===== config.mk =====
export PLATFORM = sky130hd
export DESIGN_NAME = pwr_state_ctl
export DESIGN_NICKNAME = d
export VERILOG_FILES = /design/src/rtl/pwr_pkg.sv /design/src/rtl/pwr_dp.sv /design/src/rtl/pwr_ctrl.sv /design/src/rtl/pwr_state_ctl.sv
export SDC_FILE = /design/constraint.sdc
export NUM_CORES = 1
export LEC_CHECK = 0
export CAP_MARGIN = 10
export CORE_MARGIN = 1.5
export CORE_UTILIZATION = 45
export DETAILED_ROUTE_END_ITERATION = 8
export PLACE_DENSITY = 0.63
export SYNTH_ARGS = -nofsm -noshare
export SYNTH_HDL_FRONTEND = slang
export SYNTH_SLANG_ARGS = --single-unit
export TNS_END_PERCENT = 100

===== constraint.sdc =====
create_clock -name clk -period 2.3 [get_ports clk]
set_clock_uncertainty 0.05 [all_clocks]
set_input_delay 0.23 -clock clk [delete_from_list [all_inputs] [get_ports clk]]
set_output_delay 0.23 -clock clk [all_outputs]
set_load 0.02 [all_outputs]

===== src/rtl/pwr_pkg.sv =====
package pwr_pkg;

  typedef enum logic [2:0] {
    ST_NORMAL    = 3'd1,
    ST_AUTOHALT  = 3'd2,
    ST_STOPGRANT = 3'd3,
    ST_SNOOP     = 3'd4,
    ST_SLEEP     = 3'd5,
    ST_DEEP      = 3'd6
  } pwrState_e;

  // control -> datapath
  typedef struct packed {
    logic latchEn;   // hold interrupt edges
    logic clrPend;   // drop held interrupts
    logic sleepy;    // Sleep or Deep Sleep
    logic inDeep;    // Deep Sleep
  } ctrlStrobe_t;

  // datapath -> control
  typedef struct packed {
    logic irqEdge;
    logic pendAny;
    logic sleepOk;
    logic busLost;
    logic settleDone;
  } dpStatus_t;

  localparam int IRQ_W = 4;

endpackage


===== src/rtl/pwr_dp.sv =====
module pwr_dp
  import pwr_pkg::*;
#(
  parameter int LOSS_CYC    = 16,
  parameter int SETTLE_CYC  = 100000,
  parameter int SYNC_STAGES = 2
) (
  input  logic             clk,
  input  logic             rstN,
  input  logic             busClkIn,
  input  logic [IRQ_W-1:0] irqIn,
  input  logic             snoopReq,
  input  logic             sleepReq,
  input  ctrlStrobe_t      strobe,
  output dpStatus_t        status,
  output logic [IRQ_W-1:0] pendIrq,
  output logic             protoErr
);

  localparam int LOSS_W   = $clog2(LOSS_CYC + 1);
  localparam int SETTLE_W = $clog2(SETTLE_CYC + 1);

  // bus clock synchroniser plus one history stage
  logic [SYNC_STAGES:0] busSync;
  logic busEdge, busRise;
  always_ff @(posedge clk) begin
    if (!rstN) busSync <= '0;
    else       busSync <= {busSync[SYNC_STAGES-1:0], busClkIn};
  end
  assign busEdge = busSync[SYNC_STAGES] ^ busSync[SYNC_STAGES-1];
  assign busRise = busSync[SYNC_STAGES-1] & ~busSync[SYNC_STAGES];

  // bus clock loss watchdog
  logic [LOSS_W-1:0] lossCnt;
  logic busLost;
  always_ff @(posedge clk) begin
    if (!rstN || busEdge) begin
      lossCnt <= '0;
      busLost <= 1'b0;
    end else if (lossCnt == LOSS_W'(LOSS_CYC)) begin
      busLost <= 1'b1;
    end else begin
      lossCnt <= lossCnt + LOSS_W'(1);
    end
  end

  // sleep request qualification: two rising bus edges while held
  logic [1:0] riseCnt;
  always_ff @(posedge clk) begin
    if (!rstN || !sleepReq)            riseCnt <= 2'd0;
    else if (busRise && riseCnt != 2'd2) riseCnt <= riseCnt + 2'd1;
  end

  // settle timer for leaving Deep Sleep
  logic [SETTLE_W-1:0] settleCnt;
  logic settleDone;
  assign settleDone = (settleCnt == SETTLE_W'(SETTLE_CYC));
  always_ff @(posedge clk) begin
    if (!rstN || !strobe.inDeep || busLost) settleCnt <= '0;
    else if (!settleDone)                   settleCnt <= settleCnt + SETTLE_W'(1);
  end

  // interrupt edge detection, latching and protocol check
  logic [IRQ_W-1:0] irqPrev, irqRise;
  logic snoopPrev;
  assign irqRise = irqIn & ~irqPrev;
  always_ff @(posedge clk) begin
    if (!rstN) begin
      irqPrev   <= '0;
      snoopPrev <= 1'b0;
      pendIrq   <= '0;
      protoErr  <= 1'b0;
    end else begin
      irqPrev   <= irqIn;
      snoopPrev <= snoopReq;
      if (strobe.clrPend)      pendIrq <= '0;
      else if (strobe.latchEn) pendIrq <= pendIrq | irqRise;
      protoErr <= strobe.sleepy && ((irqIn != irqPrev) || (snoopReq != snoopPrev));
    end
  end

  assign status.irqEdge    = |irqRise;
  assign status.pendAny    = |pendIrq;
  assign status.sleepOk    = (riseCnt == 2'd2);
  assign status.busLost    = busLost;
  assign status.settleDone = settleDone;

  // held bits only appear while latching is enabled
  a_r5_latch_window: assert property (@(posedge clk) disable iff (!rstN)
    (|(pendIrq & ~$past(pendIrq))) |-> $past(strobe.latchEn));

  // error flag only follows a cycle in Sleep or Deep Sleep
  a_r11_err_sleepy: assert property (@(posedge clk) disable iff (!rstN)
    protoErr |-> $past(strobe.sleepy));

endmodule


===== src/rtl/pwr_ctrl.sv =====
module pwr_ctrl
  import pwr_pkg::*;
(
  input  logic        clk,
  input  logic        rstN,
  input  logic        haltEvt,
  input  logic        stopClkReq,
  input  logic        sleepReq,
  input  logic        snoopReq,
  input  logic        flushReq,
  input  logic        cpuReset,
  input  dpStatus_t   status,
  output pwrState_e   state,
  output ctrlStrobe_t strobe,
  output logic        flushAck,
  output logic        coreClkEn,
  output logic        cacheClkEn,
  output logic        snoopAck
);

  pwrState_e nextState, origin, originNext, snoopRet, snoopRetNext;
  logic flushNext;

  always_comb begin
    nextState    = state;
    originNext   = origin;
    snoopRetNext = snoopRet;
    flushNext    = 1'b0;
    unique case (state)
      ST_NORMAL: begin
        if (cpuReset)        nextState = ST_NORMAL;
        else if (stopClkReq) begin nextState = ST_STOPGRANT; originNext = ST_NORMAL; end
        else if (haltEvt)    nextState = ST_AUTOHALT;
      end
      ST_AUTOHALT: begin
        if (cpuReset)        nextState = ST_NORMAL;
        else if (stopClkReq) begin nextState = ST_STOPGRANT; originNext = ST_AUTOHALT; end
        else if (snoopReq)   begin nextState = ST_SNOOP; snoopRetNext = ST_AUTOHALT; end
        else if (status.irqEdge || status.pendAny) nextState = ST_NORMAL;
        else if (flushReq)   flushNext = 1'b1;
      end
      ST_STOPGRANT: begin
        if (cpuReset)        originNext = ST_NORMAL;
        else if (snoopReq)   begin nextState = ST_SNOOP; snoopRetNext = ST_STOPGRANT; end
        else if (!stopClkReq) nextState = origin;
        else if (sleepReq && status.sleepOk) nextState = ST_SLEEP;
      end
      ST_SNOOP: begin
        if (!snoopReq) nextState = snoopRet;
      end
      ST_SLEEP: begin
        if (cpuReset)            nextState = ST_NORMAL;
        else if (status.busLost) nextState = ST_DEEP;
        else if (!sleepReq)      nextState = ST_STOPGRANT;
      end
      ST_DEEP: begin
        if (status.settleDone) nextState = ST_SLEEP;
      end
      default: nextState = ST_NORMAL;
    endcase
  end

  always_ff @(posedge clk) begin
    if (!rstN) begin
      state    <= ST_NORMAL;
      origin   <= ST_NORMAL;
      snoopRet <= ST_AUTOHALT;
      flushAck <= 1'b0;
    end else begin
      state    <= nextState;
      origin   <= originNext;
      snoopRet <= snoopRetNext;
      flushAck <= flushNext;
    end
  end

  assign strobe.latchEn = (state == ST_STOPGRANT);
  assign strobe.clrPend = (state == ST_NORMAL) ||
                          (cpuReset && (state == ST_STOPGRANT || state == ST_SLEEP));
  assign strobe.sleepy  = (state == ST_SLEEP) || (state == ST_DEEP);
  assign strobe.inDeep  = (state == ST_DEEP);

  assign coreClkEn  = !(state == ST_STOPGRANT || state == ST_SLEEP || state == ST_DEEP);
  assign cacheClkEn = (state != ST_DEEP);
  assign snoopAck   = (state == ST_SNOOP);

  // halt in Normal enters AutoHALT
  a_r2_halt_enter: assert property (@(posedge clk) disable iff (!rstN)
    (state == ST_NORMAL && !cpuReset && !stopClkReq && haltEvt) |=> state == ST_AUTOHALT);

  // flush pulse only follows AutoHALT
  a_r3_flush_src: assert property (@(posedge clk) disable iff (!rstN)
    flushAck |-> $past(state) == ST_AUTOHALT);

  // a finished snoop returns to a halted or stop-grant state
  a_r6_snoop_return: assert property (@(posedge clk) disable iff (!rstN)
    (state == ST_SNOOP && !snoopReq) |=> (state == ST_AUTOHALT || state == ST_STOPGRANT));

  // Sleep is reached only from Stop-Grant or Deep Sleep
  a_r7_sleep_source: assert property (@(posedge clk) disable iff (!rstN)
    (state == ST_SLEEP && $past(state) != ST_SLEEP) |->
      ($past(state) == ST_STOPGRANT || $past(state) == ST_DEEP));

  // Deep Sleep is left only towards Sleep
  a_r8_deep_exit: assert property (@(posedge clk) disable iff (!rstN)
    ($past(state) == ST_DEEP && state != ST_DEEP) |-> state == ST_SLEEP);

endmodule


===== src/rtl/pwr_state_ctl.sv =====
module pwr_state_ctl
  import pwr_pkg::*;
#(
  parameter int LOSS_CYC   = 16,
  parameter int SETTLE_CYC = 100000
) (
  input  logic       clk,
  input  logic       rstN,
  input  logic       busClkIn,
  input  logic       haltEvt,
  input  logic       stopClkReq,
  input  logic       sleepReq,
  input  logic       snoopReq,
  input  logic       smiIn,
  input  logic       initIn,
  input  logic       nmiIn,
  input  logic       intrIn,
  input  logic       flushReq,
  input  logic       cpuReset,
  output logic [2:0] stateCode,
  output logic       coreClkEn,
  output logic       cacheClkEn,
  output logic       snoopAck,
  output logic       flushAck,
  output logic [3:0] pendIrq,
  output logic       protoErr
);

  ctrlStrobe_t strobe;
  dpStatus_t   status;
  pwrState_e   state;

  pwr_ctrl i_ctrl (
    .clk        (clk),
    .rstN       (rstN),
    .haltEvt    (haltEvt),
    .stopClkReq (stopClkReq),
    .sleepReq   (sleepReq),
    .snoopReq   (snoopReq),
    .flushReq   (flushReq),
    .cpuReset   (cpuReset),
    .status     (status),
    .state      (state),
    .strobe     (strobe),
    .flushAck   (flushAck),
    .coreClkEn  (coreClkEn),
    .cacheClkEn (cacheClkEn),
    .snoopAck   (snoopAck)
  );

  pwr_dp #(
    .LOSS_CYC   (LOSS_CYC),
    .SETTLE_CYC (SETTLE_CYC)
  ) i_dp (
    .clk      (clk),
    .rstN     (rstN),
    .busClkIn (busClkIn),
    .irqIn    ({smiIn, initIn, nmiIn, intrIn}),
    .snoopReq (snoopReq),
    .sleepReq (sleepReq),
    .strobe   (strobe),
    .status   (status),
    .pendIrq  (pendIrq),
    .protoErr (protoErr)
  );

  assign stateCode = state;

endmodule


==> results.py <==
metrics = {
    "outcome": {
        "status": "finished clean",
    },
    "setup_path": {
        "path_max_fanout": 12,
        "crit_slowest_cell": "clkdlybuf4s50_1",
        "worst_ep_required_time_ns": 2.02,
        "cp-start-kind": "flop",
        "arrival_ns": 1.84,
        "path_buf_inv": 2,
        "criticalPathCategory": "reg2out",
        "slowest_delay_ns": 0.66,
        "end_kind": "output port",
        "critPathTopFamily": "buffers and inverters",
        "crit_chain": "buf_4, nor3b_1, clkdlybuf4s50_1",
    },
    "synth": {
        "yosysMostFrequentCell": "dfxtp_1",
        "synth_top_area_cell": "dfxtp_1",
        "syn_area_um2": 2220,
        "avgSynthCellArea_um2": 8.71,
        "ys_seq_elements": 45,
        "netlist_instances": 255,
        "synthDominantCellAreaShare_pct": 40.6,
        "ys.flop_type": "dfxtp_1",
        "synth.area.top_cells": "dfxtp_1, nor2_1, ha_1, xor2_1, xnor2_1",
        "synth_cell_types": 46,
        "synth_edf_count": 0,
        "synth_warnings": 0,
        "async_reset_ff_share_pct": 0,
        "seq_area_frac_synth_pct": 40.6,
        "syn-num-nets": 278,
        "synth_commonest_cells": "dfxtp_1, nor2_1, inv_1",
    },
    "layout": {
        "drive_gt1_share_pct": 7.47,
        "antenna_cells": 0,
        "nets": 303,
        "fillers": 434,
        "ff_latch_area_um2": 902,
        "multi_input_comb_area_um2": 1180,
        "area_growth_pct": 18.6,
    },
    "placement": {
        "place.gp.congestion": 0.914,
        "io_buffers": 24,
        "dpl.hpwl_um": 3020,
    },
    "clocking": {
        "post_cts_buffers": 0,
        "postCtsHoldBufs": 0,
        "cts_sinks": 45,
        "clk-insertion-delay-late_ns": 0.30,
        "cts.clk_slew.worst_paths_ns": 0.08,
        "clk_path_buf_depth": 2,
        "htreeDepth": 2,
        "cts_tree": "yes",
        "clockRootBuffer": "clkbuf_8",
        "postCtsResizedCells": 0,
        "numCtsBuffers": 5,
    },
    "floorplanning": {
        "die_h_um": 73.3,
        "coreArea_um2": 4720,
        "initial_core_util_pct": 47.0,
        "num_io_pins": 25,
        "die-area_um2": 5370,
        "rows": 25,
        "die_w_um": 73.3,
    },
    "sta": {
        "slew_headroom_pct": 60.8,
        "slew_violations": 0,
        "setup_viol": 0,
        "setup_tns_ns": 0,
        "max_freq_ghz": 0.472,
        "finalHoldViolations": 0,
        "rsz0062_at_grt": "no",
        "period_minus_slack_ns": 2.12,
        "worst_pin_slew_ns": 0.583,
        "fin_crit_sh_pct": 92.1,
    },
    "global_route": {
        "track_usage_pct": 17.5,
        "grt_start_max_net_pins": 18,
        "antenna_found_initial": 0,
        "grt_pass1_vias": 1579,
        "grt_pass1_wl_um": 7150,
        "grt-ovfl-total": 0,
    },
    "route": {
        "wl_per_cell_um": 12.1,
        "drt_iter0_markers": 71,
        "routed_wl_um": 4210,
        "first_pass_iters": 4,
        "drcViolationCount": 0,
        "ant_nets": 0,
        "route.vias.total": 1716,
        "drt-vias-per-instance": 4.93,
    },
    "power": {
        "p_per_area_nw_per_um2": 752,
        "power_mw": 1.98,
        "leakagePower_nw": 0.995,
        "ir_drop_uv": 438,
    },
    "job": {
        "max_cap_violations": 0,
    },
    "worst_hold_path": {
        "hold_path_class": "reg2reg",
    },
}
area by class of cell:
| type | instances | area share [%] |
|---|---|---|
| Inverter | 17 | 2.42 |
| Clock buffer | 7 | 3.28 |
| Timing Repair Buffer | 30 | 10.8 |
| Sequential cell | 45 | 34.2 |
| Tap cell | 67 | 3.18 |
| Clock inverter | 1 | 1.14 |
| Multi-Input combinational cell | 181 | 44.9 |
final timing paths:
kind	from	slack, ns	depth (start not counted)	end
worst min register to register	i_dp.busSync[0]	0.40	1	i_dp.busSync[1]
worst min-delay path	i_dp.busSync[0]	0.40	1	i_dp.busSync[1]
worst max-delay path	i_ctrl.state[0]	0.18	3	snoopAck
worst max register to register	i_ctrl.state[2]	0.31	6	i_ctrl.state[0]
cells in the final DEF, fill, tap and decap left out, types with 3 or more instances in the layout:
master and n:
xnor2_1 9, xor2_1 14, clkbuf_8 6, nand3_1 12, buf_4 6, clkdlybuf4s50_1 24
nand2_1 15, ha_1 10, inv_1 16, and3_1 6, a31oi_1 4, nor2_1 40
and2_1 7, dfxtp_1 44, mux2i_1 6, nor4_1 3, a21oi_1 9, nand4_1 3
nor3_1 10
cells by family (layout without fill, tap and decap cells):
logic type / Yosys count / after routing / share of synthesized area (%)
AOI/OAI and AO/OA: 26 / 26 / 8.34
xor gates and xnor gates: 23 / 23 / 9.07
buffers and inverters: 29 / 55 / 6.14
adders and majority gates: 11 / 11 / 6.08
muxes: 6 / 6 / 2.70
DFF: 45 / 45 / 40.6
and+or+nand+nor: 115 / 115 / 27.1
stage by stage:
| step | utilization, % | std cells | hold slack (ns) | worst slack [ns] | cell area [µm²] |
|---|---|---|---|---|---|
| 3_5_place_dp | 53.3 | 340 | 0.381 | 0.259 | 2520 |
| 5_1_grt | 55.8 | 348 | 0.433 | 0.0543 | 2640 |
| 2_1_floorplan | - | 255 | 0.303 | 0.512 | 2220 |
| 6_report | 55.8 | 348 | 0.404 | 0.181 | 2640 |
| 3_3_place_gp | 53.3 | 340 | 0.393 | 0.183 | 2520 |
| 4_1_cts | 55.8 | 348 | 0.402 | 0.0421 | 2630 |
state kept, by name, summed over array words and instances (netlist names):
register	cells
i_ctrl.flushAck	1
i_ctrl.origin	2
i_ctrl.snoopRet	1
i_ctrl.state	3
i_dp.busLost	1
i_dp.busSync	3
i_dp.irqPrev	4
i_dp.lossCnt	5
i_dp.pendIrq	4
i_dp.protoErr	1
i_dp.riseCnt	2
i_dp.settleCnt	17
i_dp.snoopPrev	1
power by group:
part	switching, mW	leakage (nW)	internal, mW
clock network	0.267	0.0585	0.354
registers	0.0523	0.365	0.818
logic	0.258	0.571	0.232
per-layer routing:
metal,share of wire [%],track usage [%]
met1,49,22.7
met2,46,27.4
met3,3.7,5.49
met4,1.5,6.29
met5,0,0
Power figures use the tool's default switching activity.
